$ cat src/rtl/pm_sci_ctrl.sv
module pm_sci_ctrl #(
  parameter int TMR_W = 24
) (
  input  logic        clk,
  input  logic        rst,
  input  logic        cfg_wr,
  input  logic [7:0]  cfg_addr,
  input  logic [31:0] cfg_wdata,
  output logic [31:0] cfg_rdata,
  input  logic [15:1] io_waddr,
  input  logic        io_wr,
  input  logic [15:0] io_wdata,
  output logic [15:0] io_rdata,
  output logic        io_hit,
  input  logic        evt_gbl,
  input  logic        evt_pwrbtn,
  input  logic        evt_rtc,
  output logic        sci,
  output logic        tmr_armed
);
  localparam logic [15:0] SCI_MASK = 16'h0521;

  logic [31:0]      cfg40;
  logic [7:0]       cfg80;
  logic [15:0]      sts, en, ctl;
  logic [TMR_W-1:0] cnt;
  logic [31:0]      tmr32;
  logic [4:0]       off;
  logic             carry, wr_sts, wr_en, wr_ctl;
  logic [15:0]      set_v, clr_v;

  assign io_hit = cfg80[0] && (io_waddr[15:6] == cfg40[15:6]);
  assign off    = io_waddr[5:1];
  assign wr_sts = io_wr && io_hit && off == 5'd0;
  assign wr_en  = io_wr && io_hit && off == 5'd1;
  assign wr_ctl = io_wr && io_hit && off == 5'd2;
  assign carry  = &cnt;
  assign tmr32  = 32'(cnt);

  assign set_v = {5'b0, evt_rtc, 1'b0, evt_pwrbtn, 2'b0, evt_gbl, 4'b0, carry};
  assign clr_v = wr_sts ? io_wdata : 16'h0;

  always_ff @(posedge clk) begin
    if (rst) begin
      cfg40 <= '0;
      cfg80 <= '0;
      sts   <= '0;
      en    <= '0;
      ctl   <= '0;
      cnt   <= '0;
    end else begin
      if (cfg_wr && cfg_addr == 8'h40) cfg40 <= cfg_wdata;
      if (cfg_wr && cfg_addr == 8'h80) cfg80 <= cfg_wdata[7:0];
      sts <= (sts & ~clr_v) | set_v;
      if (wr_en)  en  <= io_wdata;
      if (wr_ctl) ctl <= io_wdata;
      cnt <= cnt + 1'b1;
    end
  end

  always_comb begin
    case (cfg_addr)
      8'h40:   cfg_rdata = cfg40;
      8'h80:   cfg_rdata = {24'h0, cfg80};
      default: cfg_rdata = '0;
    endcase
  end

  always_comb begin
    io_rdata = '0;
    if (io_hit) begin
      case (off)
        5'd0:    io_rdata = sts;
        5'd1:    io_rdata = en;
        5'd2:    io_rdata = ctl;
        5'd4:    io_rdata = tmr32[15:0];
        5'd5:    io_rdata = tmr32[31:16];
        default: io_rdata = '0;
      endcase
    end
  end

  assign sci       = |(sts & en & SCI_MASK);
  assign tmr_armed = en[0] & ~sts[0];
endmodule

$ cat config.mk
export PLATFORM = sky130hd
export DESIGN_NAME = pm_sci_ctrl
export DESIGN_NICKNAME = d
export VERILOG_FILES = /design/src/rtl/pm_sci_ctrl.sv
export SDC_FILE = /design/constraint.sdc
export NUM_CORES = 1
export LEC_CHECK = 0
export ABC_AREA = 1
export BUFFER_PORTS_ARGS = -buffer_cell sky130_fd_sc_hd__buf_2
export CAP_MARGIN = 20
export CORE_MARGIN = 5
export CORE_UTILIZATION = 39
export DETAILED_ROUTE_END_ITERATION = 16
export SYNTH_ARGS = -nofsm -noshare
export SYNTH_HDL_FRONTEND = slang
export SYNTH_SLANG_ARGS = --single-unit
export TNS_END_PERCENT = 20
$ cat constraint.sdc
create_clock -name clk -period 2 [get_ports clk]
set_input_delay 0.3 -clock clk [delete_from_list [all_inputs] [get_ports clk]]
set_output_delay 0.3 -clock clk [all_outputs]
set_load 0.05 [all_outputs]
==> flow_summary.ini <==
[logic_synthesis]
synth_top_area_cell = dfxtp_1
syn_area_um2 = 5270
synth_fp_nets = 838
yosys_warnings = 0
synth-seq-cells = 112
synthCells = 759
synth_area_leaders = dfxtp_1, nor2_1, o21ai_0, inv_1, nand2_1
synth.top_cells.by_count = nor2_1, dfxtp_1, inv_1, o21ai_0, nand2_1
synth_ff_type = dfxtp_1
synth_area_per_cell_um2 = 6.95
ys_seq_area_frac = 0.425
yosysUniqueCellTypes = 37
synth.most_common_cell = nor2_1
async_reset_ff_frac = 0
synth.top_cell.area_share = 0.425
synth-edff-count = 0

[worst_setup_path]
timing.rr.end = ctl[5]$_SDFFE_PP0P_
reg2reg_slack_ps = 140
r2r_cells = 15
cp_data_required_time_ps = 1700
critPathMaxFanout = 6
endpoint_kind = output port
path_cells = inv_2 -> nand2_4 -> o21ai_2 -> nor2_2 -> nand4_1 -> nor3b_4 -> nand2_4 -> buf_12 -> a21oi_4 -> buf_6
crit_top_cell = nand2_4
crit_type = reg2out
rr_startpoint = cfg40[11]$_SDFFE_PP0P_
max_stage_delay_ps = 330
crit_family = simple AND/OR/NAND/NOR gates
cpMaxStageDelayCell = dfxtp_2
worstPathBufferInverterCount = 3
worstSetupStartpointType = register
crit_arrival_ps = 1940

[cts]
clockRootBuffer = clkbuf_16
cts_hold_buf = 0
cts_buffer_depth = 2
tritoncts = yes
cts_inserted_buffers = 9
clock_sinks = 112
cts.clk_slew.worst_paths_ps = 70
clkLatencyLatePin_ps = 360
cts_max_level = 3

[route]
routedWlPerCell_um = 14.8
dr.first_iter.drc_count = 313
drt_first_pass_iters = 5
drtAntennaViolNets = 0
via_per_inst = 4.95
drc = 0
vias = 5477
totalWireLength_mm = 16.4

[sta]
hold_viol = 0
worst_slew_pin_slew_ps = 523
fmax_mhz = 447
fin_tns_setup_ps = -3330
finalCriticalPeriod_ps = 2240
min_period_over_period = 1.12
setup_slack_ps = -236
grt_setup_unrepaired = yes
setup_viol = 17
relSlewSlack = 0.649
final_max_slew_viol_count = 0
finClkSkew_ps = 7.94

[grt]
grt_max_degree = 51
track_usage = 0.199
grt.overflow.total = 0
grt_pass1_wl_mm = 25.7
grt_pass1_vias = 5049
antenna_found_initial = 0

[placement]
place_congestion = 0.906
place_hpwl_mm = 11.6
io_buffers = 128

[power_and_ir_drop]
finalPower_w = 0.00429
p_clk_frac = 0.408
p_comb_frac = 0.068
p_sw_w = 0.00101
cellInternalPower_w = 0.00328
switching_share = 0.235
p_seq_frac = 0.524
vdd_drop_max_mv = 0.606
power.density_nw_per_um2 = 592
power_leakage_nw = 3.09

[outcome]
violations = setup timing
status = finished with violations

[finish]
areaGrowthSynthToFinish_pct = 37.4
n_antenna_cell = 0
n_fill_cell = 1312
final_nets = 1006
drive_gt1_frac = 0.307

[die]
die_h_um = 126
die_w_um = 126
io_pins = 129
num_rows = 42
coreArea_um2 = 13200
start_util = 0.398
dieArea_um2 = 15900

[hold_path]
min_path_cells = 3
min_path_type = in2reg
min_from = evt_pwrbtn
min_to = sts[8]$_SDFF_PP0_

[run]
maxCapViolations = 0
kinds of logic (layout without fill, tap and decap cells):
family | Yosys count | count (layout) | synth area share
DFF | 112 | 112 | 0.425
buffers and inverters | 138 | 310 | 0.107
adders and majority gates | 1 | 1 | 0.00237
and+or+nand+nor | 301 | 301 | 0.251
AOI/OAI and AO/OA | 207 | 207 | 0.215
registers in the layout, summed over array words and instances (netlist names):
name	count
cfg80	8
ctl	16
sts	16
cnt	24
en	16
cfg40	32
layout make-up:
cell class              count  area (um2)  area share
clock buffers              11         253      0.0349
clock inverters             4        27.5     0.00380
inverters                 108         405      0.0560
multi-input cells         509        2680       0.371
flip-flops and latches    112        2250       0.311
well taps                 176         220      0.0304
repair buffers            187        1400       0.194
through the flow:
step / cells / setup WS [ps] / util / area [um2] / hold WS, ps
2_1_floorplan: 759 / -301 / - / 5400 / 421
3_5_place_dp: 1082 / -109 / 0.499 / 6610 / 442
3_3_place_gp: 1082 / -121 / 0.499 / 6610 / 439
5_1_grt: 1107 / -331 / 0.547 / 7240 / 173
4_1_cts: 1109 / -286 / 0.538 / 7120 / 164
6_report: 1107 / -236 / 0.547 / 7240 / 174
what timing repair did:
action	4_1_cts	5_1_grt
setup buffers	12	4
cloned	0	2
setup endpoints to repair	17	67
pin swaps	5	14
gates resized for setup	49	29
tightest hold or removal path: stages:
cell and delay [ps]:
buf_2 90, inv_1 40, a21oi_1 50
worst max-delay path by stage:
stage / from / endpoint / slack [ps] / cells after the start
after floorplan: cfg40[15]$_SDFFE_PP0P_ / io_rdata[0] / -300 / 7
after global placement: io_waddr[4] / io_rdata[8] / -120 / 11
after detailed placement: io_waddr[4] / io_rdata[1] / -110 / 11
after CTS: cfg40[11]$_SDFFE_PP0P_ / io_rdata[8] / -290 / 10
after global routing: cfg40[11]$_SDFFE_PP0P_ / io_rdata[8] / -330 / 10
final: cfg40[11]$_SDFFE_PP0P_ / io_rdata[8] / -240 / 10
routing by layer:
layer  share of wire  global-route usage
met5               0                   0
met4          0.0082              0.0372
met3           0.048              0.0419
met2            0.47               0.327
met1            0.47               0.272
cells in the final DEF (no fill, tap or decap), drive strengths merged, types with 2 or more instances in the layout:
master / count
o21a: 2
o21bai: 4
a21oi: 54
o22ai: 12
dfxtp: 112
nand2: 88
clkinv: 3
a22o: 6
inv: 109
nor4: 4
nor2: 174
clkbuf: 13
a221oi: 5
a211oi: 9
nor3: 13
buf: 185
nand4: 7
nand3: 13
o21ai: 113
power groups by stage:
stage | registers (W) | clock network, W | logic (W)
after floorplan | 0.00230 | 0 | 0.000116
after detailed placement | 0.00230 | 0 | 0.000271
final | 0.00225 | 0.00175 | 0.000293
after global routing | 0.00225 | 0.00189 | 0.000325
after CTS | 0.00225 | 0.00180 | 0.000290
after global placement | 0.00230 | 0 | 0.000271
Note: power is estimated with default switching activity, not from simulation.
